===== src/rtl/sc_uart_pkg.sv =====
package sc_uart_pkg;

  localparam int unsigned SCU_DW = 8;

  typedef enum logic [1:0] {RX_IDLE, RX_START, RX_DATA, RX_STOP} rx_state_t;
  typedef enum logic [1:0] {TX_IDLE, TX_SEND, TX_STOP} tx_state_t;

  // Byte -> line order (index 0 leaves first), convention applied
  function automatic logic [SCU_DW-1:0] byte_to_line(input logic [SCU_DW-1:0] b,
                                                     input logic inv);
    logic [SCU_DW-1:0] r;
    for (int k = 0; k < SCU_DW; k++) begin
      r[k] = inv ? ~b[SCU_DW-1-k] : b[k];
    end
    return r;
  endfunction

  // Line order -> byte, inverse of byte_to_line
  function automatic logic [SCU_DW-1:0] line_to_byte(input logic [SCU_DW-1:0] l,
                                                     input logic inv);
    logic [SCU_DW-1:0] r;
    for (int k = 0; k < SCU_DW; k++) begin
      if (inv) r[SCU_DW-1-k] = ~l[k];
      else     r[k]          = l[k];
    end
    return r;
  endfunction

endpackage


===== src/rtl/sc_uart_rx.sv =====
module sc_uart_rx
  import sc_uart_pkg::*;
#(
  parameter int unsigned OS = 16
) (
  input  logic              clk,
  input  logic              rst_n,
  input  logic              tick,
  input  logic              rx_s,
  input  logic              err_en,
  input  logic              inv,
  output logic [SCU_DW-1:0] data_o,
  output logic              valid_o,
  output logic              perr_o,
  output logic              drive_o
);

  localparam int unsigned HALF = OS / 2;
  localparam int unsigned CW   = $clog2(OS + HALF);
  localparam logic [CW-1:0] C_HALF = CW'(HALF - 1);
  localparam logic [CW-1:0] C_BIT  = CW'(OS - 1);
  localparam logic [CW-1:0] C_EXT  = CW'(OS + HALF - 1);
  localparam logic [3:0]    LAST_D = 4'(SCU_DW);

  rx_state_t         st_q, st_d;
  logic [CW-1:0]     cnt_q, cnt_d;
  logic [3:0]        idx_q, idx_d;
  logic [SCU_DW-1:0] sh_q, sh_d;
  logic              par_q, par_d;
  logic              pend_q, pend_d;
  logic              en_q, en_d;
  logic              inv_q, inv_d;
  logic              drv_q, drv_d;
  logic              val_q, val_d;
  logic              perr_q, perr_d;
  logic [SCU_DW-1:0] dat_q, dat_d;

  always_comb begin
    st_d   = st_q;
    cnt_d  = cnt_q;
    idx_d  = idx_q;
    sh_d   = sh_q;
    par_d  = par_q;
    pend_d = pend_q;
    en_d   = en_q;
    inv_d  = inv_q;
    drv_d  = drv_q;
    val_d  = 1'b0;
    perr_d = perr_q;
    dat_d  = dat_q;
    unique case (st_q)
      RX_IDLE: begin
        if (tick && !rx_s) begin
          st_d  = RX_START;
          cnt_d = '0;
          en_d  = err_en;
          inv_d = inv;
        end
      end
      RX_START: begin
        if (tick) begin
          if (cnt_q == C_HALF) begin
            cnt_d = '0;
            idx_d = '0;
            par_d = 1'b0;
            st_d  = rx_s ? RX_IDLE : RX_DATA;
          end else begin
            cnt_d = cnt_q + 1'b1;
          end
        end
      end
      RX_DATA: begin
        if (tick) begin
          if (cnt_q == C_BIT) begin
            cnt_d = '0;
            if (idx_q == LAST_D) begin
              pend_d = par_q ^ rx_s;
              st_d   = RX_STOP;
            end else begin
              sh_d  = {rx_s, sh_q[SCU_DW-1:1]};
              par_d = par_q ^ rx_s;
              idx_d = idx_q + 1'b1;
            end
          end else begin
            cnt_d = cnt_q + 1'b1;
          end
        end
      end
      RX_STOP: begin
        if (tick) begin
          cnt_d = cnt_q + 1'b1;
          if (cnt_q == C_HALF && pend_q && en_q) drv_d = 1'b1;
          if (cnt_q == C_BIT) begin
            val_d  = 1'b1;
            dat_d  = line_to_byte(sh_q, inv_q);
            perr_d = pend_q;
            if (!drv_q) st_d = RX_IDLE;
          end
          if (cnt_q == C_EXT) begin
            drv_d = 1'b0;
            st_d  = RX_IDLE;
          end
        end
      end
      default: st_d = RX_IDLE;
    endcase
  end

  always_ff @(posedge clk or negedge rst_n) begin
    if (!rst_n) begin
      st_q   <= RX_IDLE;
      cnt_q  <= '0;
      idx_q  <= '0;
      sh_q   <= '0;
      par_q  <= 1'b0;
      pend_q <= 1'b0;
      en_q   <= 1'b0;
      inv_q  <= 1'b0;
      drv_q  <= 1'b0;
      val_q  <= 1'b0;
      perr_q <= 1'b0;
      dat_q  <= '0;
    end else begin
      st_q   <= st_d;
      cnt_q  <= cnt_d;
      idx_q  <= idx_d;
      sh_q   <= sh_d;
      par_q  <= par_d;
      pend_q <= pend_d;
      en_q   <= en_d;
      inv_q  <= inv_d;
      drv_q  <= drv_d;
      val_q  <= val_d;
      perr_q <= perr_d;
      dat_q  <= dat_d;
    end
  end

  assign data_o  = dat_q;
  assign valid_o = val_q;
  assign perr_o  = perr_q;
  assign drive_o = drv_q;

  // error drive only for an enabled frame with failed parity
  assert_drive_cause_R7: assert property (@(posedge clk) disable iff (!rst_n)
    drv_q |-> (en_q && pend_q && st_q == RX_STOP));
  // completion is a single-cycle pulse
  assert_valid_pulse_R5: assert property (@(posedge clk) disable iff (!rst_n)
    val_q |=> !val_q);
  // a frame only reaches data bits through a confirmed start
  assert_start_confirm_R6: assert property (@(posedge clk) disable iff (!rst_n)
    (st_q == RX_START && st_d == RX_DATA) |-> !rx_s);

endmodule


===== src/rtl/sc_uart_tx.sv =====
module sc_uart_tx
  import sc_uart_pkg::*;
#(
  parameter int unsigned OS = 16
) (
  input  logic              clk,
  input  logic              rst_n,
  input  logic              tick,
  input  logic              go,
  input  logic [SCU_DW-1:0] byte_i,
  input  logic              err_en,
  input  logic              inv,
  input  logic              rx_s,
  output logic              line_o,
  output logic              oe_o,
  output logic              done_o,
  output logic              nack_o
);

  localparam int unsigned HALF = OS / 2;
  localparam int unsigned CW   = $clog2(OS + HALF);
  localparam int unsigned FW   = SCU_DW + 2;
  localparam logic [CW-1:0] C_HALF = CW'(HALF - 1);
  localparam logic [CW-1:0] C_BIT  = CW'(OS - 1);
  localparam logic [CW-1:0] C_EXT  = CW'(OS + HALF - 1);
  localparam logic [3:0]    LAST_B = 4'(FW - 1);

  tx_state_t         st_q, st_d;
  logic [CW-1:0]     cnt_q, cnt_d;
  logic [3:0]        idx_q, idx_d;
  logic [FW-1:0]     sh_q, sh_d;
  logic              en_q, en_d;
  logic              low_q, low_d;
  logic              done_q, done_d;
  logic              nack_q, nack_d;
  logic [SCU_DW-1:0] lb;
  logic [CW-1:0]     stop_end;

  assign lb       = byte_to_line(byte_i, inv);
  assign stop_end = en_q ? C_EXT : C_BIT;

  always_comb begin
    st_d   = st_q;
    cnt_d  = cnt_q;
    idx_d  = idx_q;
    sh_d   = sh_q;
    en_d   = en_q;
    low_d  = low_q;
    done_d = 1'b0;
    nack_d = 1'b0;
    unique case (st_q)
      TX_IDLE: begin
        if (go) begin
          sh_d  = {^lb, lb, 1'b0};
          cnt_d = '0;
          idx_d = '0;
          en_d  = err_en;
          low_d = 1'b0;
          st_d  = TX_SEND;
        end
      end
      TX_SEND: begin
        if (tick) begin
          if (cnt_q == C_BIT) begin
            cnt_d = '0;
            sh_d  = {1'b1, sh_q[FW-1:1]};
            if (idx_q == LAST_B) st_d = TX_STOP;
            else                 idx_d = idx_q + 1'b1;
          end else begin
            cnt_d = cnt_q + 1'b1;
          end
        end
      end
      TX_STOP: begin
        if (tick) begin
          cnt_d = cnt_q + 1'b1;
          if (cnt_q == C_HALF && en_q) low_d = !rx_s;
          if (cnt_q == stop_end) begin
            done_d = 1'b1;
            nack_d = en_q & low_q;
            st_d   = TX_IDLE;
          end
        end
      end
      default: st_d = TX_IDLE;
    endcase
  end

  always_ff @(posedge clk or negedge rst_n) begin
    if (!rst_n) begin
      st_q   <= TX_IDLE;
      cnt_q  <= '0;
      idx_q  <= '0;
      sh_q   <= '1;
      en_q   <= 1'b0;
      low_q  <= 1'b0;
      done_q <= 1'b0;
      nack_q <= 1'b0;
    end else begin
      st_q   <= st_d;
      cnt_q  <= cnt_d;
      idx_q  <= idx_d;
      sh_q   <= sh_d;
      en_q   <= en_d;
      low_q  <= low_d;
      done_q <= done_d;
      nack_q <= nack_d;
    end
  end

  assign oe_o   = (st_q == TX_SEND) | (st_q == TX_STOP && !en_q);
  assign line_o = (st_q == TX_SEND) ? sh_q[0] : 1'b1;
  assign done_o = done_q;
  assign nack_o = nack_q;

  // completion is a single-cycle pulse following the stop phase
  assert_done_pulse_R8: assert property (@(posedge clk) disable iff (!rst_n)
    done_q |=> !done_q);
  assert_done_source_R8: assert property (@(posedge clk) disable iff (!rst_n)
    done_q |-> $past(st_q) == TX_STOP);
  // far-end error is only reported with completion
  assert_nack_with_done_R9: assert property (@(posedge clk) disable iff (!rst_n)
    nack_q |-> done_q);
  // a start strobe during a frame leaves the frame untouched
  assert_start_ignored_R10: assert property (@(posedge clk) disable iff (!rst_n)
    (st_q == TX_SEND && go && !tick) |=> $stable(sh_q));

endmodule


===== src/rtl/sc_uart_line.sv =====
module sc_uart_line (
  input  logic rx_drive,
  input  logic tx_oe,
  input  logic tx_lvl,
  output logic pad_o,
  output logic pad_oe
);

  // Receive error signalling overrides the transmitter
  always_comb begin
    pad_oe = rx_drive | tx_oe;
    pad_o  = rx_drive ? 1'b0 : tx_lvl;
  end

endmodule


===== src/rtl/sc_uart_card.sv =====
module sc_uart_card
  import sc_uart_pkg::*;
#(
  parameter int unsigned OS = 16
) (
  input  logic       clk,
  input  logic       rst_n,
  input  logic       bit_tick,
  input  logic       rx_line,
  input  logic [7:0] tx_byte,
  input  logic       tx_go,
  input  logic       errsig_en,
  input  logic       inverse_en,
  output logic       line_out,
  output logic       line_oe,
  output logic [7:0] rx_byte,
  output logic       rx_done,
  output logic       rx_parity_err,
  output logic       tx_done,
  output logic       tx_nack
);

  logic [1:0] rst_sync_q;
  logic       rst_int_n;
  logic [1:0] rx_sync_q;
  logic       rx_s;
  logic       rx_drive, t_oe, t_lvl;

  always_ff @(posedge clk or negedge rst_n) begin
    if (!rst_n) rst_sync_q <= 2'b00;
    else        rst_sync_q <= {rst_sync_q[0], 1'b1};
  end
  assign rst_int_n = rst_sync_q[1];

  always_ff @(posedge clk or negedge rst_int_n) begin
    if (!rst_int_n) rx_sync_q <= 2'b11;
    else            rx_sync_q <= {rx_sync_q[0], rx_line};
  end
  assign rx_s = rx_sync_q[1];

  sc_uart_rx #(.OS(OS)) u_rx (
    .clk(clk), .rst_n(rst_int_n), .tick(bit_tick), .rx_s(rx_s),
    .err_en(errsig_en), .inv(inverse_en),
    .data_o(rx_byte), .valid_o(rx_done), .perr_o(rx_parity_err), .drive_o(rx_drive)
  );

  sc_uart_tx #(.OS(OS)) u_tx (
    .clk(clk), .rst_n(rst_int_n), .tick(bit_tick), .go(tx_go), .byte_i(tx_byte),
    .err_en(errsig_en), .inv(inverse_en), .rx_s(rx_s),
    .line_o(t_lvl), .oe_o(t_oe), .done_o(tx_done), .nack_o(tx_nack)
  );

  sc_uart_line u_line (
    .rx_drive(rx_drive), .tx_oe(t_oe), .tx_lvl(t_lvl),
    .pad_o(line_out), .pad_oe(line_oe)
  );

endmodule


===== config.mk =====
export PLATFORM = sky130hd
export DESIGN_NAME = sc_uart_card
export DESIGN_NICKNAME = d
export VERILOG_FILES = /design/src/rtl/sc_uart_pkg.sv /design/src/rtl/sc_uart_rx.sv /design/src/rtl/sc_uart_tx.sv /design/src/rtl/sc_uart_line.sv /design/src/rtl/sc_uart_card.sv
export SDC_FILE = /design/constraint.sdc
export NUM_CORES = 1
export LEC_CHECK = 0
export BUFFER_PORTS_ARGS = -buffer_cell sky130_fd_sc_hd__buf_2
export CORE_MARGIN = 2
export CORE_UTILIZATION = 39
export DETAILED_ROUTE_END_ITERATION = 16
export PLACE_DENSITY = 0.58
export SLEW_MARGIN = 20
export SYNTH_ARGS = -nofsm -noshare
export SYNTH_HDL_FRONTEND = slang
export SYNTH_SLANG_ARGS = --single-unit

===== constraint.sdc =====
create_clock -name clk -period 2.6 [get_ports clk]
set_input_delay 0.13 -clock clk [delete_from_list [all_inputs] [get_ports clk]]
set_output_delay 0.13 -clock clk [all_outputs]
set_load 0.005 [all_outputs]

# After elaboration in Yosys (flattened, before gate mapping)

Cells that the tools add are included.

Logic and storage cells: 193
Bits of input ports: 15
Flip-flop bits (word level): 63
Output and inout bits: 14

Reduce and logical (&&, ||, !) cells: 29
Add/sub/neg operators: 4
Muxes and demuxes: 86
Bitwise gates (word level): 21
Eq/ne operators: 31

Operators with widths:

| cell                                           | number |
|---|---|
| two-way mux 5 bit                              | 11 |
| two-way mux 1 bit                              | 37 |
| two-way mux 4 bit                              | 9 |
| two-way mux 2 bit                              | 17 |
| two-way mux 10 bit                             | 3 |
| AND reduction 4 bit                            | 6 |
| case mux 10 bit (2 select lines)               | 1 |
| case mux 5 bit (4 select lines)                | 1 |
| inverter 1 bit                                 | 17 |
| != test 2 x 1 -> 1 bit (second input constant) | 8 |
| != test 2 bit (second input constant)          | 8 |
| case mux 4 bit (2 select lines)                | 2 |
| case mux 5 bit (3 select lines)                | 1 |
| AND reduction 6 bit                            | 2 |
| adder 5 x 1 -> 5 bit (second input constant)   | 2 |
| == test 5 x 3 -> 1 bit (second input constant) | 2 |
| == test 5 x 4 -> 1 bit (second input constant) | 2 |
| AND reduction 9 bit                            | 1 |
| adder 4 x 1 -> 4 bit (second input constant)   | 2 |
| == test 4 bit (second input constant)          | 2 |
| case mux 2 bit (4 select lines)                | 1 |
| nonzero test 2 bit                             | 4 |
| parity 8 bit                                   | 1 |
| == test 2 bit (second input constant)          | 3 |
| other kinds (17)                               | 28 |

# Depth between registers and ports, before layout

Gate-level depths: netlist (run 1).

Word-level depth: 5
Depth in mapped cells: 10
Depth with buffers taken out: 8

# Cells and area by module

A second synthesis (run 1) with hierarchy kept.

Cells, all modules: 341
Area total of the unflattened synthesis: 3393.3 um^2

By module, submodules not included:

| module       | instances | area each (um^2) | seq. area each (um^2) | cells an instance |
|---|---|---|---|---|
| sc_uart_rx   | 1         | 1710.4           | 850.8                 | 166 |
| sc_uart_tx   | 1         | 1561.5           | 638.1                 | 168 |
| sc_uart_card | 1         | 106.4            | 102.6                 | 5 |
| sc_uart_line | 1         | 15.0             | 0.0                   | 2 |

# Worst setup path before layout (run 1)

Ideal clock, no wire load.

Path kind: register -> register
From: register u_tx.cnt_q[0]
To: register u_tx.idx_q[1]
Period minus slack after synthesis: 1908 ps
Data required time: 2479 ps
Stages on the path, launching flop included: 10
Buffers on the path: 2
Library setup time: 121 ps
Path slack: 692 ps
Arrival: 1787 ps
Cells stage by stage: dfrtp_1 > ha_1 > nand3_1 > inv_1 > ha_1 > a21boi_0 > or3_1 > buf_2 > buf_6 > a22o_1

Longest elaborated chain between the ends: 3

RTL lines:

| element                                 | line              | source |
|---|---|---|
| start: declaration                      | sc_uart_tx.sv:29  | `logic [CW-1:0] cnt_q, cnt_d;` |
| start signal: assignment                | sc_uart_tx.sv:101 | `cnt_q <= cnt_d;` |
| == test 5 x 4 -> 1 bit                  | sc_uart_tx.sv:64  | `if (cnt_q == C_BIT) begin` |
| != test 2 x 1 -> 1 bit (no source line) | --                |  |
| AND reduction 5 bit (no source line)    | --                |  |
| end signal: assignment                  | sc_uart_tx.sv:102 | `idx_q <= idx_d;` |
| end: declaration                        | sc_uart_tx.sv:30  | `logic [3:0] idx_q, idx_d;` |

No other way between the ends.
A chain may end at the register's enable or synchronous reset.

# Worst setup path after layout (run 1)

From: register u_rx.cnt_q[1]
To: register u_rx.par_q

Longest elaborated chain between the ends: 3
Elaborated cells between the ends (all ways): 5
Those cells by class: 4 x eq/ne; 1 x reduce/logical

RTL lines:

| element                                                          | line                               | source |
|---|---|---|
| start: declaration                                               | sc_uart_rx.sv:26                   | `logic [CW-1:0] cnt_q, cnt_d;` |
| start signal: assignment                                         | sc_uart_rx.sv:125                  | `cnt_q <= cnt_d;` |
| == test 5 x 4 -> 1 bit or == test 5 x 3 -> 1 bit (tied branches) | sc_uart_rx.sv:74, sc_uart_rx.sv:62 |  |
| != test 2 x 1 -> 1 bit (no source line)                          | --                                 |  |
| AND reduction 6 bit (no source line) *                           | --                                 |  |
| end signal: assignment                                           | sc_uart_rx.sv:128                  | `par_q <= par_d;` |
| end: declaration                                                 | sc_uart_rx.sv:29                   | `logic par_q, par_d;` |

Every way passes the cells marked *; elsewhere a longest branch is shown, timed or not.

==> out/qor.txt, run 1 <==
status -> complete, no violations
CP arrival -> 2.44 ns
die area -> 9279 sq um
post-synthesis sequential area ratio -> 47.87%
Root Buffer -> clkbuf_8
first-pass GRT wire length -> 10.63 mm
# rows -> 33
Synth area leader -> dfrtp_1
max_slew headroom -> 51.47%
# IOs -> 29
Clock Pin Slew Worst Setup and Hold Paths -> 0.07 ns
syn avg cell area -> 9.526 sq um
WHS Path Cells -> 2
DRT iter0 DRCs -> 96
reg2reg start -> u_rx.cnt_q[1]
Worst Skew -> 0.009384 ns
worst hold-check path type -> input pin to flop
Placer Congestion -> 0.7723
final setup fails -> 0
Core Region -> 8258 sq um
share of cells above drive strength 1 -> 19.22%
Worst Setup SP -> u_rx.cnt_q[1]
largest net degree at the start of global routing -> 28
post-CTS sizing -> 0
syn nets -> 378
clock sink count -> 63
H-tree depth -> 3
Synth Register Bits -> 63
FF-to-FF setup slack -> 0.38 ns
crit-path max FO -> 17
Final Max Tran Viols -> 0
Mapped Area -> 3324 sq um
PD cells -> 940.2 nW/um^2
Placed Cells -> 472
Min Clock Period, post-route -> 2.222 ns
CTS Buf Count -> 9
ys async rst share -> 100.0%
final net count -> 409
Final Hold Vio Count -> 0
GRT Overall Usage -> 14.92%
unrepaired setup endpoints after global routing -> no
initial antenna violation count -> 0
min-delay src -> errsig_en
die height -> 96.33 um
post-route insts no fill -> 490
CTS tree -> built
CTS Buffer Depth -> 2
total grt overflow -> 0
ys flop type -> dfrtp_1
Synth-to-Final Area Change -> 13.81%
Critical Path RT -> 2.82 ns
Worst Setup Start Kind -> flop
WL per Instance -> 12.55 um
Clk Latency, worst-skew pair -> 0.34 ns
drt first pass iters -> 5
Final Util -> 45.82%
maximum VDD drop -> 0.2994 mV
vias in the first global route -> 2,304
CP Class -> flop to flop
# fillers -> 830
Post-synth EDFFs -> 0
Vias -> 2,474
Max-cap violations -> 0
Post-DRT Antenna Nets -> 0
r2r endpoint -> u_rx.par_q
Post-route DRC -> 0
die width -> 96.33 um
leakage power -> 1.726 nW
Synth area leaders -> dfrtp_1 (38%), dfstp_2 (9.5%), o21ai_0 (5.7%)
Initial Util -> 40.26%
vias per inst -> 5.049
TNS Setup -> 0 ns
Unique masters post-synth -> 51
yosys warns -> 0
fin crit share -> 85.44%
Slew @ Worst Pin -> 0.7217 ns
Port-buffer cells -> 28
Critical Path End Type -> flop
cells after synthesis -> 349
Synth top area share -> 38.39%
Hold Path Sink -> u_tx.en_q
fmax -> 450.1 MHz
worst r2r path cells -> 7
ant diodes -> 0
Detailed Route WL -> 6.148 mm
DP HPWL -> 4.434 mm
power breakdown:
group	leakage (nW)	total (mW)	switching, mW	internal [mW]
clock	0.104	0.903	0.365	0.538
combinational	0.831	1.13	0.615	0.517
sequential	0.791	1.52	0.237	1.28
worst max-delay path by stage:
stage / end / slack, ns / cells after the start
3_5_place_dp: u_rx.par_q / 0.37 / 7
2_1_floorplan: u_tx.idx_q[1] / 0.69 / 9
6_report: u_rx.par_q / 0.38 / 7
5_1_grt: u_rx.idx_q[0] / 0.13 / 7
3_3_place_gp: u_rx.idx_q[0] / 0.43 / 7
4_1_cts: u_rx.idx_q[0] / 0.37 / 7
placed cells by master, fill, tap and decap left out, types with 3 or more instances in the layout:
| cell | netlist | layout |
|---|---|---|
| buf_4 | 0 | 6 |
| dfrtp_1 | 51 | 50 |
| dfstp_2 | 12 | 12 |
| inv_1 | 23 | 23 |
| nor2_1 | 17 | 17 |
| and3_1 | 5 | 5 |
| a22o_1 | 10 | 10 |
| clkbuf_8 | 0 | 9 |
| buf_2 | 7 | 28 |
| a21o_1 | 3 | 3 |
| nand2_1 | 47 | 47 |
| a21oi_1 | 18 | 18 |
| nand3b_1 | 3 | 3 |
| ha_1 | 14 | 14 |
| and2_1 | 3 | 3 |
| nor2b_1 | 7 | 7 |
| mux2i_1 | 5 | 5 |
| mux2_2 | 7 | 7 |
| nand2b_1 | 11 | 11 |
| o21ai_0 | 38 | 38 |
| xnor2_1 | 8 | 8 |
| o31ai_1 | 3 | 3 |
| a211oi_1 | 5 | 5 |
| nand3_1 | 9 | 9 |
| clkbuf_1 | 6 | 3 |
through the flow:
stage	instance area, sq um	setup WS [ns]	hold WS, ns	power [mW]
after CTS	3784	0.3709	0.05702	3.597
after global routing	3784	0.1278	0.04706	3.862
final	3784	0.3785	0.07159	3.557
after global placement	3558	0.4317	-0.08450	2.650
after detailed placement	3558	0.3661	-0.08275	2.677
after floorplan	3324	0.6924	-0.1656	2.427
area by class of cell:
cell class | instances | area (sq um) | area share, %
clock buffers | 12 | 135.1 | 3.571
clock inverters | 4 | 70.07 | 1.852
inverters | 23 | 86.33 | 2.282
multi-input cells | 247 | 1563 | 41.30
flip-flops and latches | 63 | 1593 | 42.10
well taps | 105 | 131.4 | 3.472
repair buffers | 36 | 205.2 | 5.423
registers in the layout, summed over array words and instances (netlist names), 2 cells and up, named ones only:
name,count
u_rx.sh_q,8
rx_sync_q,2
u_rx.idx_q,4
rst_sync_q,2
u_tx.cnt_q,5
u_rx.cnt_q,5
u_tx.sh_q,10
u_tx.st_q,2
u_tx.idx_q,4
u_rx.data_o,8
logic make-up (layout without fill, tap and decap cells):
kind of cell / Yosys count / in the layout / synth area share, %
muxes: 12 / 12 / 3.877
adders and majority gates: 14 / 14 / 5.269
other: 1 / 1 / 0.1128
and+or+nand+nor: 117 / 117 / 17.88
DFF: 63 / 63 / 47.87
AOI/OAI and AO/OA: 93 / 93 / 17.24
xor gates and xnor gates: 10 / 10 / 2.635
buffers and inverters: 39 / 75 / 5.118
worst max-delay path: stages, from the launching register on:
cell and delay (ns):
dfrtp_1 0.37, ha_1 0.22, and3_1 0.18, ha_1 0.19, and4b_1 0.31, and2_1 0.47
o21ai_0 0.17, a22o_1 0.19
cell usage after synthesis (3+ instances only):
cell / n
dfrtp_1: 51
nand2_1: 47
o21ai_0: 38
inv_1: 23
a21oi_1: 18
nor2_1: 17
ha_1: 14
dfstp_2: 12
nand2b_1: 11
a22o_1: 10
nand3_1: 9
xnor2_1: 8
buf_2: 7
mux2_2: 7
nor2b_1: 7
clkbuf_1: 6
a211oi_1: 5
and3_1: 5
mux2i_1: 5
a21o_1: 3
and2_1: 3
nand3b_1: 3
o31ai_1: 3
per-layer routing:
| metal | up-vias | track usage, % | share of wire (%) |
|---|---|---|---|
| li1 | 1264 | - | - |
| met1 | 1169 | 19.58 | 51 |
| met2 | 32 | 23.26 | 44 |
| met3 | 9 | 4.855 | 3.6 |
| met4 | 0 | 4.930 | 1.3 |
| met5 | - | 0 | 0 |
repair_timing:
item	4_1_cts	5_1_grt
endpoints found under the hold margin	3	0
buffers inserted	0	0
hold buffers	2	0
(Power assumes the default switching activity.)
==> run 2: changes to the inputs <==
--- a/config.mk
+++ b/config.mk
@@ -6,10 +6,9 @@
 export NUM_CORES = 1
 export LEC_CHECK = 0
 export BUFFER_PORTS_ARGS = -buffer_cell sky130_fd_sc_hd__buf_2
-export CORE_MARGIN = 2
-export CORE_UTILIZATION = 39
+export CORE_UTILIZATION = 45
 export DETAILED_ROUTE_END_ITERATION = 16
-export PLACE_DENSITY = 0.58
+export PLACE_DENSITY = 0.65
 export SLEW_MARGIN = 20
 export SYNTH_ARGS = -nofsm -noshare
 export SYNTH_HDL_FRONTEND = slang
==> run 2 against run 1 <==
Worst setup slack worse by 0.025 ns. Clock power fell by 10%. Non-clock buffer count shrank 1. Flip-flop and latch count is the same. Die area decreased by 17%. Sequential power about the same. Wire length decreased by 0.63%. Register-to-register slack worse by 0.03 ns. Clock-buffer cell count decreased by 1. Maximum frequency decreased by 1.1%. Critical path depth stayed put. Global-route usage increased by 2.8 points.
==> out/qor.txt, run 2 (synthesis results as in run 1) <==
status -> complete, no violations
worst hold-check path type -> input pin to flop
r2r endpoint -> u_rx.idx_q[0]
end point of the critical path -> u_rx.idx_q[0]
drt first pass iters -> 5 (unchanged)
max incr delay on CP -> 0.47 ns (about the same)
reg2reg start -> u_rx.cnt_q[0]
ant diodes -> 0 (unchanged)
Core Region -> 6982 sq um (-15%)
Post-DRT Antenna Nets -> 0 (unchanged)
setup bufs post-CTS -> 0 (unchanged)
critical path's top delay family -> simple AND/OR/NAND/NOR gates
largest register by flop count -> u_tx.sh_q
final setup fails -> 0 (unchanged)
# rows -> 30 (-9.1%)
maximum VDD drop -> 0.3529 mV (+18%)
fmax -> 445.1 MHz (-1.1%)
# IOs -> 29 (unchanged)
Clk Latency, worst-skew pair -> 0.34 ns (about the same)
Post-route DRC -> 0 (unchanged)
most frequent cells in the layout -> dfrtp_1 (50), nand2_1 (47), o21ai_0 (38)
FF-to-FF setup slack -> 0.35 ns (-0.03 ns)
Worst Setup Start Kind -> flop
Synth-to-Final Area Change -> 12.80%
Port-buffer cells -> 28 (unchanged)
TNS Setup -> 0 ns (unchanged)
die width -> 87.95 um (-8.7%)
Placer Congestion -> 0.8276 (+7.2%)
Detailed Route WL -> 6.109 mm (-0.63%)
Final Hold Vio Count -> 0 (unchanged)
share of cells above drive strength 1 -> 19.79% (+0.57 points)
cell mode on critical path -> ha_1
max_slew headroom -> 51.83% (+0.36 points)
PD cells -> 925.2 nW/um^2 (-1.6%)
worst-path cell chain -> ha_1 -> and3_1 -> ha_1 -> and4b_1 -> and2_1 -> nor2_1 -> mux2_2
vias in the first global route -> 2,338 (+1.5%)
GRT Overall Usage -> 17.75% (+2.8 points)
Max-cap violations -> 0 (unchanged)
Vias -> 2,485 (+0.44%)
vias per inst -> 5.177 (+2.5%)
Min Clock Period, post-route -> 2.247 ns (+0.02523 ns)
Buf/Inv on CP -> 0 (unchanged)
Critical Path End Type -> flop
total chip power -> 3.469 mW (-2.5%)
CP Class -> flop to flop
DRT iter0 DRCs -> 139 (+45%)
crit-path max FO -> 17 (unchanged)
Slew @ Worst Pin -> 0.7164 ns (-0.005337 ns)
WHS Path Cells -> 2 (unchanged)
most common cell after layout, fill and taps aside -> dfrtp_1
clock sink count -> 63 (unchanged)
Worst Setup SP -> u_rx.cnt_q[0]
WL per Instance -> 12.73 um (+1.4%)
CTS Buffer Depth -> 2 (unchanged)
Worst Skew -> 0.007427 ns (-0.001957 ns)
Root Buffer -> clkbuf_8
initial antenna violation count -> 0 (unchanged)
CP arrival -> 2.47 ns (+0.03 ns)
unrepaired setup endpoints after global routing -> no
largest net degree at the start of global routing -> 28 (unchanged)
first-pass GRT wire length -> 10.59 mm (-0.33%)
H-tree depth -> 3 (unchanged)
fin crit share -> 86.41% (+0.97 points)
Hold Buf Count CTS -> 2 (unchanged)
Levels on crit path -> 7 (unchanged)
worst r2r path cells -> 7 (unchanged)
die height -> 87.95 um (-8.7%)
DP HPWL -> 4.322 mm (-2.5%)
leakage power -> 1.713 nW (-0.78%)
Final Max Tran Viols -> 0 (unchanged)
post-CTS sizing -> 0 (unchanged)
die area -> 7735 sq um (-17%)
CTS Buf Count -> 9 (unchanged)
CTS tree -> built
Critical Path RT -> 2.82 ns (about the same)
Clock Pin Slew Worst Setup and Hold Paths -> 0.08 ns (about the same)
Initial Util -> 47.62% (+7.4 points)
final net count -> 408 (-0.24%)
total grt overflow -> 0 (unchanged)
max FFs per register -> 10 (unchanged)
CP max stage cell -> and2_1
[run 2: cell types whose count changed in the layout (fill, tap and decap cells not counted)]
cell,before,now
clkinvlp_4,0,1
inv_6,0,2
clkbuf_8,9,11
buf_4,6,5
clkbuf_1,3,0
clkinv_4,0,1
bufinv_16,2,0
clkinv_2,2,1
[run 2: routing by layer]
layer	share of wire, %	track usage (%)
met1	51	24.06
met2	44	26.92
met3	3.4	4.995
met4	1.1	7.004
met5	0	0
[run 2: worst min path at each step]
| stage | start | to | slack (ns) |
|---|---|---|---|
| CTS | errsig_en | u_rx.en_q | 0.05 |
| global route | errsig_en | u_rx.en_q | 0.06 |
| floorplan | rst_n | rst_sync_q[0] | -0.17 |
| global placement | rst_n | rst_sync_q[0] | -0.08 |
| detailed placement | rst_n | rst_sync_q[0] | -0.08 |
| finish | errsig_en | u_rx.en_q | 0.06 |
[run 2: power by group]
group          switching (mW)  internal (mW)
Clock                   0.405          0.405
Sequential              0.239           1.28
Combinational           0.620          0.519
Total                    1.26           2.21
[run 2: final cells by class]
| class | count | area (sq um) |
|---|---|---|
| clock buffers | 11 | 151.4 |
| well taps | 96 | 120.1 |
| clock inverters | 5 | 38.79 |
| multi-input cells | 247 | 1563 |
| fillers | 673 | 3232 |
| repair buffers | 35 | 197.7 |
| inverters | 23 | 86.33 |
| flip-flops and latches | 63 | 1593 |
[run 2: worst register-to-register path: stages, from the launching register on]
cell and delay [ns]:
dfrtp_1 0.38, ha_1 0.22, and3_1 0.19, ha_1 0.20, and4b_1 0.30, and2_1 0.47
nor2_1 0.10, mux2_2 0.28
[run 2: stage by stage]
step / std cells / utilization, % / setup WS (ns) / area, sq um / hold slack [ns]
2_1_floorplan: 349 / - / 0.6924 / 3324 / -0.1656
3_3_place_gp: 462 / 50.70 / 0.4270 / 3540 / -0.08447
3_5_place_dp: 462 / 50.70 / 0.3607 / 3540 / -0.08106
4_1_cts: 480 / 53.71 / 0.3451 / 3750 / 0.05126
5_1_grt: 480 / 53.71 / 0.09536 / 3750 / 0.05522
6_report: 480 / 53.71 / 0.3533 / 3750 / 0.06240
